[src/rtl/shdiv_pkg.sv]
package shdiv_pkg;
  // Mode register layout; the owner bit and ratio field steer the divider.
  typedef struct packed {
    logic [1:0] spare;
    logic       src_ext;
    logic       fall_edge;
    logic       to_wdt;
    logic [2:0] sel;
  } mode_t;

  localparam logic [7:0] MODE_RESET = 8'hFF;
endpackage

[src/rtl/shdiv_edge_src.sv]
module shdiv_edge_src #(
  parameter int SYNC_STAGES = 2
) (
  input  logic clk,
  input  logic rst,
  input  logic pin,
  input  logic src_ext,
  input  logic fall_edge,
  output logic src_evt
);
  logic [SYNC_STAGES-1:0] sync_q;
  logic                   last_q;
  logic                   cur;

  generate
    if (SYNC_STAGES == 1) begin : g_one
      always_ff @(posedge clk) begin
        if (rst) sync_q <= '0;
        else     sync_q <= pin;
      end
    end else begin : g_chain
      always_ff @(posedge clk) begin
        if (rst) sync_q <= '0;
        else     sync_q <= {sync_q[SYNC_STAGES-2:0], pin};
      end
    end
  endgenerate

  assign cur = sync_q[SYNC_STAGES-1];

  always_ff @(posedge clk) begin
    if (rst) last_q <= 1'b0;
    else     last_q <= cur;
  end

  always_comb begin
    if (!src_ext)       src_evt = 1'b1;
    else if (fall_edge) src_evt = last_q & ~cur;
    else                src_evt = ~last_q & cur;
  end
endmodule

[src/rtl/shdiv_divider.sv]
module shdiv_divider #(
  parameter int DIV_W = 8,
  parameter int SEL_W = 3
) (
  input  logic             clk,
  input  logic             rst,
  input  logic             to_wdt,
  input  logic [SEL_W-1:0] sel,
  input  logic             tmr_evt,
  input  logic             wdt_base,
  input  logic             tmr_we,
  input  logic             wdt_clr,
  output logic             tmr_tick,
  output logic             wdt_step
);
  localparam int RW = DIV_W + 1;
  localparam int RST_SPAN = 1 << ((1 << SEL_W) - 1);
  localparam logic [DIV_W-1:0] MASK_RST = DIV_W'(RST_SPAN - 1);

  logic             to_wdt_q;
  logic [DIV_W-1:0] mask_q;
  logic [DIV_W-1:0] mask_d;
  logic [DIV_W-1:0] div_q;
  logic [RW-1:0]    span;
  logic             adv;
  logic             clr;
  logic             hit;

  // Ratio span: watchdog side 2^n, timer side 2^(n+1).
  always_comb begin
    span   = to_wdt ? (RW'(1) << sel) : (RW'(2) << sel);
    mask_d = DIV_W'(span - RW'(1));
  end

  // Selection is registered so a ratio change cannot cut a pulse short.
  always_ff @(posedge clk) begin
    if (rst) begin
      to_wdt_q <= 1'b1;
      mask_q   <= MASK_RST;
    end else begin
      to_wdt_q <= to_wdt;
      mask_q   <= mask_d;
    end
  end

  assign adv = to_wdt_q ? wdt_base : tmr_evt;
  assign clr = to_wdt_q ? wdt_clr  : tmr_we;
  assign hit = adv && ((div_q & mask_q) == mask_q);

  always_ff @(posedge clk) begin
    if (rst)      div_q <= '0;
    else if (clr) div_q <= '0;
    else if (adv) div_q <= div_q + DIV_W'(1);
  end

  assign tmr_tick = to_wdt_q ? tmr_evt : hit;
  assign wdt_step = to_wdt_q ? hit : wdt_base;

  // a clear by the owner leaves the divider at zero
  assert_div_clear_R9: assert property (@(posedge clk) disable iff (rst)
    (to_wdt_q && wdt_clr) |=> (div_q == '0));
  // a timer write on the timer side leaves the divider at zero
  assert_div_twrite_R7: assert property (@(posedge clk) disable iff (rst)
    (!to_wdt_q && tmr_we) |=> (div_q == '0));
endmodule

[src/rtl/shdiv_timer.sv]
module shdiv_timer #(
  parameter int TMR_W = 8,
  parameter int HOLD  = 2
) (
  input  logic             clk,
  input  logic             rst,
  input  logic             src_evt,
  input  logic             tmr_tick,
  input  logic             tmr_we,
  input  logic [TMR_W-1:0] tmr_wdata,
  input  logic             ovf_clr,
  output logic             evt_pass,
  output logic [TMR_W-1:0] count,
  output logic             ovf
);
  localparam int HW = $clog2(HOLD + 1);

  logic [HW-1:0] hold_q;

  assign evt_pass = src_evt && (hold_q == '0);

  always_ff @(posedge clk) begin
    if (rst) begin
      hold_q <= '0;
      count  <= '0;
      ovf    <= 1'b0;
    end else begin
      if (tmr_we)                       hold_q <= HW'(HOLD);
      else if (src_evt && hold_q != '0) hold_q <= hold_q - HW'(1);

      if (tmr_we)        count <= tmr_wdata;
      else if (tmr_tick) count <= count + TMR_W'(1);

      if (tmr_tick && !tmr_we && count == '1) ovf <= 1'b1;
      else if (ovf_clr)                       ovf <= 1'b0;
    end
  end

  // a write lands on the next edge
  assert_tmr_load_R7: assert property (@(posedge clk) disable iff (rst)
    tmr_we |=> (count == $past(tmr_wdata)));
  // the flag holds until cleared
  assert_ovf_sticky_R8: assert property (@(posedge clk) disable iff (rst)
    (ovf && !ovf_clr) |=> ovf);
  // the wrap sets the flag
  assert_ovf_wrap_R8: assert property (@(posedge clk) disable iff (rst)
    (tmr_tick && !tmr_we && count == '1) |=> (ovf && count == '0));
endmodule

[src/rtl/shdiv_watchdog.sv]
module shdiv_watchdog #(
  parameter int WDT_W = 8
) (
  input  logic clk,
  input  logic rst,
  input  logic en,
  input  logic step,
  input  logic clr,
  output logic fire
);
  logic [WDT_W-1:0] cnt_q;
  logic             term;

  assign term = en && step && !clr && (cnt_q == '1);

  always_ff @(posedge clk) begin
    if (rst) begin
      cnt_q <= '0;
      fire  <= 1'b0;
    end else begin
      fire <= term;
      if (clr)              cnt_q <= '0;
      else if (en && step)  cnt_q <= cnt_q + WDT_W'(1);
    end
  end

  // a clear empties the counter and suppresses a reset
  assert_wdt_clear_R9: assert property (@(posedge clk) disable iff (rst)
    clr |=> (cnt_q == '0 && !fire));
  // the reset lasts one cycle
  assert_fire_pulse_R10: assert property (@(posedge clk) disable iff (rst)
    fire |=> !fire);
  // a disabled watchdog stays quiet
  assert_fire_disabled_R10: assert property (@(posedge clk) disable iff (rst)
    !en |=> !fire);
endmodule

[src/rtl/shared_divider_timer.sv]
module shared_divider_timer
  import shdiv_pkg::*;
#(
  parameter int TMR_W       = 8,
  parameter int DIV_W       = 8,
  parameter int WDT_W       = 8,
  parameter int SYNC_STAGES = 2,
  parameter int HOLD        = 2
) (
  input  logic             clk,
  input  logic             rst,
  input  logic             mode_we,
  input  logic [7:0]       mode_wdata,
  input  logic             tmr_we,
  input  logic [TMR_W-1:0] tmr_wdata,
  input  logic             ovf_clr,
  input  logic             cnt_pin,
  input  logic             wdt_base,
  input  logic             wdt_en,
  input  logic             wdt_clr,
  output logic [TMR_W-1:0] tmr_count,
  output logic             tmr_ovf,
  output logic [7:0]       mode_value,
  output logic             wdt_reset
);
  localparam int SEL_W = 3;

  mode_t mode_q;
  logic  src_evt;
  logic  evt_pass;
  logic  tmr_tick;
  logic  wdt_step;

  always_ff @(posedge clk) begin
    if (rst)          mode_q <= mode_t'(MODE_RESET);
    else if (mode_we) mode_q <= mode_t'(mode_wdata);
  end

  assign mode_value = mode_q;

  shdiv_edge_src #(.SYNC_STAGES(SYNC_STAGES)) u_src (
    .clk       (clk),
    .rst       (rst),
    .pin       (cnt_pin),
    .src_ext   (mode_q.src_ext),
    .fall_edge (mode_q.fall_edge),
    .src_evt   (src_evt)
  );

  shdiv_divider #(.DIV_W(DIV_W), .SEL_W(SEL_W)) u_div (
    .clk      (clk),
    .rst      (rst),
    .to_wdt   (mode_q.to_wdt),
    .sel      (mode_q.sel),
    .tmr_evt  (evt_pass),
    .wdt_base (wdt_base),
    .tmr_we   (tmr_we),
    .wdt_clr  (wdt_clr),
    .tmr_tick (tmr_tick),
    .wdt_step (wdt_step)
  );

  shdiv_timer #(.TMR_W(TMR_W), .HOLD(HOLD)) u_tmr (
    .clk       (clk),
    .rst       (rst),
    .src_evt   (src_evt),
    .tmr_tick  (tmr_tick),
    .tmr_we    (tmr_we),
    .tmr_wdata (tmr_wdata),
    .ovf_clr   (ovf_clr),
    .evt_pass  (evt_pass),
    .count     (tmr_count),
    .ovf       (tmr_ovf)
  );

  shdiv_watchdog #(.WDT_W(WDT_W)) u_wdt (
    .clk  (clk),
    .rst  (rst),
    .en   (wdt_en),
    .step (wdt_step),
    .clr  (wdt_clr),
    .fire (wdt_reset)
  );

  // a mode write shows on the next cycle
  assert_mode_load_R2: assert property (@(posedge clk) disable iff (rst)
    mode_we |=> (mode_value == $past(mode_wdata)));
endmodule

[config.mk]
export PLATFORM = sky130hd
export DESIGN_NAME = shared_divider_timer
export DESIGN_NICKNAME = d
export VERILOG_FILES = /design/src/rtl/shdiv_pkg.sv /design/src/rtl/shdiv_edge_src.sv /design/src/rtl/shdiv_divider.sv /design/src/rtl/shdiv_timer.sv /design/src/rtl/shdiv_watchdog.sv /design/src/rtl/shared_divider_timer.sv
export SDC_FILE = /design/constraint.sdc
export NUM_CORES = 1
export LEC_CHECK = 0
export BUFFER_PORTS_ARGS = -buffer_cell sky130_fd_sc_hd__buf_2
export CAP_MARGIN = 10
export CORE_ASPECT_RATIO = 1.4
export CORE_MARGIN = 5
export CORE_UTILIZATION = 50
export DETAILED_ROUTE_END_ITERATION = 12
export PLACE_DENSITY = 0.74
export SKIP_LAST_GASP = 1
export SLEW_MARGIN = 25
export SYNTH_ARGS = -nofsm -noshare
export SYNTH_HDL_FRONTEND = slang
export SYNTH_SLANG_ARGS = --single-unit
[constraint.sdc]
create_clock -name clk -period 3.3 [get_ports clk]
set_input_delay 0.33 -clock clk [delete_from_list [all_inputs] [get_ports clk]]
set_output_delay 0.33 -clock clk [all_outputs]
set_load 0.005 [all_outputs]
==> results.txt, run 1 <==
status = finished clean
Slew headroom = 49.6%
crit-path max cell delay = 0.74 ns
area grow syn2layout = 13.1%
critical-path maximum fanout = 17
Num CTS Buffers = 5
final worst setup slack = 1.28 ns
post-synthesis cell area = 2460 um2
final slew viol count = 0
final core occ = 57.8%
Max Cap Viol = 0
grt ovf = 0
commonest non-fill, non-tap cells in the layout = 48 x dfxtp_1, 42 x buf_2, 25 x nor2_1, 24 x nand2_1, 21 x inv_1
final setup violation count = 0
FP Rows = 30
final wirelength = 5.20 mm
Cell Chain, Critical Path = o22ai_2, o41ai_4, a311oi_1, a2111oi_0
core area = 4800 um2
Synth area leaders = dfxtp_1 39%, mux2i_1 4.5%, nor2_1 3.8%
max layer used = met4
Synth Flop Type = dfxtp_1
hold-fix buffers at CTS = 0
DIE HEIGHT = 92.9 um
clock tree sinks = 48
synthesis-stage register bit count = 48
Ys Warns = 0
RSZ-0062 raised after global routing = no
initial antenna violation count = 0
Fmax = 495 MHz
DR pass1 iterations = 4
minimum clock period = 2.02 ns
vias per cell = 5.61
kind of critical path = reg2reg
Layout Nets = 347
slowest CP cell = o41ai_4
post-route ant nets = 0
register area share after synthesis = 39.1%
dpl hpwl = 3.79 mm
GP Congestion = 0.885
Setup TNS Final = 0 ns
Global Route Usage Sum = 16.6%
Worst-Margin Slew = 0.753 ns
Final Non-Filler Cells = 380
pre-CTS WS = 1.27 ns
via count = 2132
met3 WL = 148 um
Worst EP arrival = 2.20 ns
CTS tree = built
number of remaining DRC errors = 0
Final Hold Fails = 0
PortBufs = 42
peak supply drop = 0.342 mV
area leader, netlist = dfxtp_1
post-synth net total = 314
Hold/Removal Path Class = in2reg
met2 routed WL = 2.73 mm
Design Area, Final = 2780 um2
Avg WL per Cell = 13.7 um
Die Area = 6430 um2
vias in the first global route = 2054
CTS resizes = 0
CP Launch Type = flip-flop
clk_skew = 0.00518 ns
number of synthesized flops with an enable pin = 0
Clock Path Buffers = 2
Avg Cell Area, Syn = 8.71 um2
top cell type's share of synthesized area = 39.1%
clock root buffer = clkbuf_8
Die W = 69.2 um
Inserted Diodes = 0
Placement Cell Area = 2670 um2
asr flop ratio synth = 0%
DRT iter0 DRCs = 67
Worst Setup End Kind = flip-flop
Max H-tree Level = 2
Initial Utilization = 51.1%
Worst Hold Margin = 0.234 ns
routed length on met1 = 2.21 mm
Static Leak = 1.21 nW
Clk pin slew, worst setup/hold paths = 0.09 ns
I/O pins = 43
worst skew pair latency = 0.30 ns
Final Power = 1.20 mW
Post-Synthesis Cells = 282
placed cells = 372
commonest non-fill, non-tap cell in the layout = dfxtp_1
Pwr Density = 432 nW/um2
CP required = 3.49 ns
global-route wire length before repair = 8.87 mm
Distinct cells, synth = 60
share of cells above drive strength 1 = 19.0%
setup bufs post-CTS = 0
largest net degree at the start of global routing = 20
crit share post-route = 61.2%
## registers in the layout (all words and copies together) (netlist names), 2 cells and up
register / flops
u_wdt.cnt_q: 8
u_tmr.count: 8
u_tmr.hold_q: 2
u_src.sync_q: 2
u_div.mask_q: 8
u_div.div_q: 8
mode_value: 8
## worst paths after layout
path	start	endpoint	slack [ns]	cells past startpoint
setup reg to reg	u_div.div_q[0]	u_tmr.count[7]	1.28	4
hold / removal	cnt_pin	u_src.sync_q[0]	0.23	2
hold reg to reg	u_src.sync_q[0]	u_src.sync_q[1]	0.45	1
setup / recovery	u_div.div_q[0]	u_tmr.count[7]	1.28	4
## kinds of logic after synthesis
kind of cell	Yosys count	share of synthesized area [%]
simple gates	108	23.1
mux	11	4.48
flops	48	39.1
xor+xnor	9	3.21
buf+inv	39	6.88
compound gates	60	19.7
fa+ha+maj	7	3.57
## routing by layer
layer | GRT usage (%) | up-vias
met5 | 0 | -
met4 | 6.35 | 0
met3 | 3.37 | 12
met2 | 30.9 | 32
met1 | 18.3 | 1005
li1 | - | 1083
## final cells by class
type / instances / area [um2]
fillers: 504 / 2030
well taps: 64 / 80.1
repair buffers: 43 / 218
clock inverters: 3 / 42.5
multi-input cells: 195 / 1330
flip-flops and latches: 48 / 961
inverters: 22 / 82.6
clock buffers: 5 / 68.8
## where the power goes
group / total, mW / internal (mW) / switching [mW]
sequential: 0.626 / 0.602 / 0.0233
clock: 0.425 / 0.224 / 0.201
combinational: 0.148 / 0.0661 / 0.0824
## cell usage after synthesis (all sizes together), types with 3 or more instances
master	n
dfxtp	48
a2111oi	5
nand2b	4
inv	21
nor2	25
clkbuf	11
nand2	24
buf	6
and2	4
nand4	5
or3	6
xor2	6
o2111ai	4
and4	3
o21ai	7
and3	7
o22ai	6
ha	7
mux2i	11
nor2b	6
or4	4
o31ai	4
nand3	11
o211ai	3
a21oi	11
xnor2	3
## worst max-delay path: cells and delay by family, from the launching register on
kind	cells	cell delay [ns]
compound gates	4	1.46
flops	1	0.44
Note: power is estimated with default switching activity, not from simulation.
==> run 2: changes to the inputs <==
==> constraint.sdc (replaced) <==
create_clock -name clk -period 1.98 [get_ports clk]
set_input_delay 0.198 -clock clk [delete_from_list [all_inputs] [get_ports clk]]
set_output_delay 0.198 -clock clk [all_outputs]
set_load 0.005 [all_outputs]
==> run 2 against run 1 <==
Effect of this change:
- non-clock buffer count is 10 higher
- global-route usage is 0.42 points lower
- clock skew is 0.0040 ns higher
- cell count is 2.9% higher
- die area stayed put
- flip-flop and latch count stayed put
==> results.txt, run 2 (synthesized netlist as in run 1, its figures left out) <==
vias per cell = 5.62
initial antenna violation count = 0
Max H-tree Level = 2
CP required = 2.21 ns
kind of critical path = reg2reg
met2 routed WL = 2.72 mm
Die W = 69.2 um
Layout Nets = 358
Max Cap Viol = 0
Hold/Removal Path Class = in2reg
final slew viol count = 0
final wirelength = 5.19 mm
placed cells = 382
CP Launch Type = flip-flop
Design Area, Final = 2850 um2
clock tree sinks = 48
Fill cells = 461
largest net degree at the start of global routing = 20
Avg WL per Cell = 13.3 um
clk_skew = 0.00922 ns
minimum clock period = 1.81 ns
global-route wire length before repair = 8.73 mm
DIE HEIGHT = 92.9 um
crit share post-route = 91.6%
Worst-Margin Slew = 0.618 ns
clock root buffer = clkbuf_8
number of remaining DRC errors = 0
R2R Path End = u_div.div_q[4]
flop2flop setup slack = 0.17 ns
peak supply drop = 0.467 mV
worst hold endpoint = u_src.sync_q[0]
Initial Utilization = 51.1%
Hold Path Depth = 2
Num CTS Buffers = 5
Clock Path Buffers = 2
Worst Hold Margin = 0.107 ns
Global Route Usage Sum = 16.2%
Setup TNS Final = 0 ns
Static Leak = 1.27 nW
slowest CP cell = or3b_4
PortBufs = 42
Slew headroom = 58.3%
Worst EP arrival = 2.04 ns
CTS tree = built
Hold Crit Start = cnt_pin
setup bufs post-CTS = 0
commonest non-fill, non-tap cell in the layout = dfxtp_1
vias in the first global route = 2028
Final Hold Fails = 0
GP Congestion = 0.817
FP Rows = 30
Cell Chain, Critical Path = or3b_4, a311oi_4, nor2_1, or3_1, a21oi_1
dpl hpwl = 3.76 mm
sum of buffers and inverters on the critical path = 0
Inserted Diodes = 0
status = finished clean
Top delay family on crit path = simple AND/OR/NAND/NOR gates
Worst Setup End Kind = flip-flop
RSZ-0062 raised after global routing = no
Clk pin slew, worst setup/hold paths = 0.08 ns
Final Non-Filler Cells = 391
Die Area = 6430 um2
R2R Path Start = mode_value[4]
Placement Cell Area = 2740 um2
post-route ant nets = 0
core area = 4800 um2
worst skew pair latency = 0.30 ns
crit-path max cell delay = 0.42 ns
met3 WL = 212 um
routed length on met1 = 2.20 mm
R2R cell count = 5
max layer used = met4
final setup violation count = 0
critical-path maximum fanout = 4
share of cells above drive strength 1 = 21.7%
Pwr Density = 668 nW/um2
via count = 2196
area grow syn2layout = 16.1%
Fmax = 551 MHz
DRT iter0 DRCs = 101
DR pass1 iterations = 4
I/O pins = 43
commonest non-fill, non-tap cells in the layout = 48 x dfxtp_1, 42 x buf_2, 25 x nor2_1, 24 x nand2_1, 21 x inv_1
grt ovf = 0
[run 2: changes by cell type in the layout (fill, tap and decap cells not counted)]
cell	change
buf_4	+10
bufinv_16	-1
clkbuf_8	+1
clkinv_2	+1
clkinvlp_4	-1
o22ai_1	-1
o22ai_2	+1
o41a_1	+1
[run 2: where the power goes]
part           total (mW)  switching (mW)  internal (mW)
clock network       0.599           0.320          0.279
registers            1.03          0.0302           1.00
logic               0.273           0.150          0.123
total                1.91           0.500           1.41
[run 2: cell type report]
type | instances | area [um2] | share of cell area (%)
Clock buffer | 6 | 82.6 | 2.89
Tap cell | 64 | 80.1 | 2.81
Sequential cell | 48 | 961 | 33.7
Inverter | 22 | 82.6 | 2.89
Multi-Input combinational cell | 196 | 1340 | 47.1
Clock inverter | 2 | 10.0 | 0.351
Timing Repair Buffer | 53 | 293 | 10.3
[run 2: metrics by stage]
stage | utilization (%) | total power, mW | worst slack, ns
floorplan | - | 1.23 | 0.177
global route | 59.4 | 2.00 | 0.0257
CTS | 59.0 | 1.92 | 0.0993
detailed placement | 57.1 | 1.33 | 0.128
finish | 59.4 | 1.91 | 0.166
global placement | 57.1 | 1.32 | 0.171
[run 2: per-layer routing]
metal  track usage, %  up-vias
li1                 -     1115
met1             18.6     1032
met2             29.9       41
met3             3.26        8
met4             4.89        0
met5                0        -
[run 2: timing repair]
action / CTS / global route
hold buffers: 0 / 0
setup endpoints to repair: 0 / 3
resized for setup: 0 / 1
[run 2: worst max-delay path by stage]
| stage | from | to | slack [ns] | cells past startpoint |
|---|---|---|---|---|
| 2_1_floorplan | u_div.div_q[0] | u_wdt.cnt_q[5] | 0.18 | 5 |
| 3_3_place_gp | u_div.div_q[6] | u_wdt.cnt_q[5] | 0.17 | 4 |
| 3_5_place_dp | u_div.div_q[6] | u_wdt.cnt_q[3] | 0.13 | 4 |
| 4_1_cts | u_div.div_q[6] | u_wdt.cnt_q[5] | 0.1 | 4 |
| 5_1_grt | mode_value[0] | u_div.mask_q[4] | 0.03 | 7 |
| 6_report | mode_value[4] | u_div.div_q[4] | 0.17 | 5 |
==> run 3: changes to the inputs <==
--- a/config.mk
+++ b/config.mk
@@ -11,7 +11,7 @@
 export CORE_MARGIN = 5
 export CORE_UTILIZATION = 50
 export DETAILED_ROUTE_END_ITERATION = 12
-export PLACE_DENSITY = 0.74
+export PLACE_DENSITY = 0.77
 export SKIP_LAST_GASP = 1
 export SLEW_MARGIN = 25
 export SYNTH_ARGS = -nofsm -noshare
==> constraint.sdc (replaced) <==
create_clock -name clk -period 1.6 [get_ports clk]
set_input_delay 0.16 -clock clk [delete_from_list [all_inputs] [get_ports clk]]
set_output_delay 0.16 -clock clk [all_outputs]
set_load 0.005 [all_outputs]
==> run 3 against run 2 <==
Effect of this change:
- non-clock buffer count rose by 26
- register-to-register slack worse by 0.30 ns
- highest routed layer unchanged
- die area is the same
- the flow now finishes with violations (negative setup slack)
- sequential share of layout area down 4.1 points
- critical path type unchanged
- cell count up 6.4%
- power up 41%
- maximum frequency is 4.7% higher
- flip-flop and latch count did not move
- worst hold slack lost 0.038 ns
==> results.txt, run 3 (synthesized netlist as in run 1, its figures left out) <==
Global Route Usage Sum = 19.2%
Fill cells = 406
Clock Path Buffers = 2
share of cells above drive strength 1 = 40.6%
Worst-Margin Slew = 0.621 ns
Flop pwr share = 47.5%
sum of buffers and inverters on the critical path = 1
Die Area = 6430 um2
FF/Latch Area = 982 um2
Final Power = 2.70 mW
Slew headroom = 58.6%
core area = 4800 um2
DIE HEIGHT = 92.9 um
Layout Nets = 383
Num CTS Buffers = 5
peak supply drop = 0.723 mV
CP required = 1.84 ns
Fmax = 577 MHz
RSZ-0062 raised after global routing = yes
Final Hold Fails = 0
final slew viol count = 0
clock root buffer = clkbuf_8
initial antenna violation count = 0
GP Congestion = 0.888
Max H-tree Level = 2
combinational share of power = 16.8%
Cell Int Power = 2.01 mW
placed cells = 404
I/O pins = 43
post-route ant nets = 0
worst skew pair latency = 0.30 ns
minimum clock period = 1.73 ns
via count = 2353
Clk pin slew, worst setup/hold paths = 0.09 ns
crit-path max cell delay = 0.42 ns
largest net degree at the start of global routing = 20
vias per cell = 5.66
Static Leak = 1.40 nW
kind of critical path = reg2reg
global route hottest layer = met2
Multi-input gate area = 1530 um2
Worst EP arrival = 1.97 ns
Final Non-Filler Cells = 416
Hold/Removal Path Class = in2reg
grt ovf = 0
clk_skew = 0.00959 ns
critical-path maximum fanout = 6
PortBufs = 42
Switching Fraction = 25.4%
area grow syn2layout = 35.4%
slowest CP cell = or3b_4
global-route wire length before repair = 10.1 mm
commonest non-fill, non-tap cells in the layout = 42 x buf_2, 35 x dfxtp_1, 31 x buf_4, 23 x nand2_1, 21 x nor2_1
met2 GRT Util = 35.2%
crit share post-route = 108%
Die W = 69.2 um
Avg WL per Cell = 15.5 um
P_sw = 685 uW
failing checks = negative setup slack
Inserted Diodes = 0
clock tree sinks = 48
grt met3 use = 3.91%
Cell Chain, Critical Path = or3b_4, a311oi_4, buf_6, nor2_4, or3_1, a21oi_1
final setup violation count = 15
FP Rows = 30
vias in the first global route = 2280
Max Cap Viol = 0
status = finished, violations left
number of remaining DRC errors = 0
Top delay family on crit path = simple AND/OR/NAND/NOR gates
final worst setup slack = -0.133 ns
Initial Utilization = 51.1%
CTS tree = built
DRT iter0 DRCs = 111
CP Launch Type = flip-flop
final wirelength = 6.44 mm
met1 GRT Util = 20.7%
DR pass1 iterations = 5
hold-fix buffers at CTS = 0
dpl hpwl = 4.16 mm
Worst Setup End Kind = flip-flop
pre-CTS WS = -0.136 ns
Pwr Density = 811 nW/um2
Clk pwr share = 35.7%
commonest non-fill, non-tap cell in the layout = buf_2
[run 3: changes by cell type in the layout (fill, tap and decap cells not counted), moves of 3 or more]
cell	delta
buf_4	+20
dfxtp_1	-13
dfxtp_2	+11
inv_1	-7
inv_2	+7
buf_6	+5
a2111oi_0	-4
nor2_1	-4
and3_1	-3
o2111ai_1	-3
o21ai_0	-3
o22ai_4	+3
[run 3: repair_timing]
item | in CTS | in global routing
cloned | 0 | 0
buffers inserted | 2 | 2
pin swaps | 11 | 11
setup endpoints to repair | 22 | 25
resized for setup | 28 | 24
[run 3: power groups by stage]
| stage | Sequential, mW | Clock, mW | Combinational, mW |
|---|---|---|---|
| 2_1_floorplan | 1.31 | 0 | 0.233 |
| 5_1_grt | 1.29 | 1.02 | 0.497 |
| 6_report | 1.28 | 0.962 | 0.453 |
| 4_1_cts | 1.28 | 0.970 | 0.426 |
| 3_3_place_gp | 1.30 | 0 | 0.387 |
| 3_5_place_dp | 1.30 | 0 | 0.398 |
[run 3: worst reg2reg max path: stages, from the launching register on]
cell	delay, ns
dfxtp_2	0.34
or3b_4	0.42
a311oi_4	0.23
buf_6	0.19
nor2_4	0.05
or3_1	0.32
a21oi_1	0.12
[run 3: path summary, 6_finish.rpt]
check | startpoint | to | slack, ns | cells after the start
max reg2reg | u_src.sync_q[1] | u_div.div_q[4] | -0.13 | 6
min | cnt_pin | u_src.sync_q[0] | 0.07 | 2
min reg2reg | u_src.sync_q[0] | u_src.sync_q[1] | 0.44 | 1
max | u_src.sync_q[1] | u_div.div_q[4] | -0.13 | 6
[run 3: area by class of cell]
type | count | area share (%)
clock buffers | 7 | 2.90
clock inverters | 1 | 0.903
inverters | 22 | 2.48
multi-input cells | 195 | 46.1
flip-flops and latches | 48 | 29.5
well taps | 64 | 2.41
repair buffers | 79 | 15.6
[run 3: metrics by stage]
| stage | hold slack (ns) | util, % | instance area (um2) | setup TNS [ns] |
|---|---|---|---|---|
| 6_report | 0.0685 | 69.2 | 3320 | -0.739 |
| 5_1_grt | 0.0705 | 69.2 | 3320 | -2.34 |
| 4_1_cts | 0.0650 | 67.0 | 3220 | -0.513 |
| 3_5_place_dp | 0.381 | 61.9 | 2980 | -1.62 |
| 3_3_place_gp | 0.372 | 61.9 | 2980 | -0.695 |
| 2_1_floorplan | 0.288 | - | 2530 | -0.0922 |
[run 3: routing by layer]
layer	routed length (um)	up-vias
li1	-	1147
met3	217	13
met2	3630	64
met4	140	0
met5	0	-
met1	2450	1129
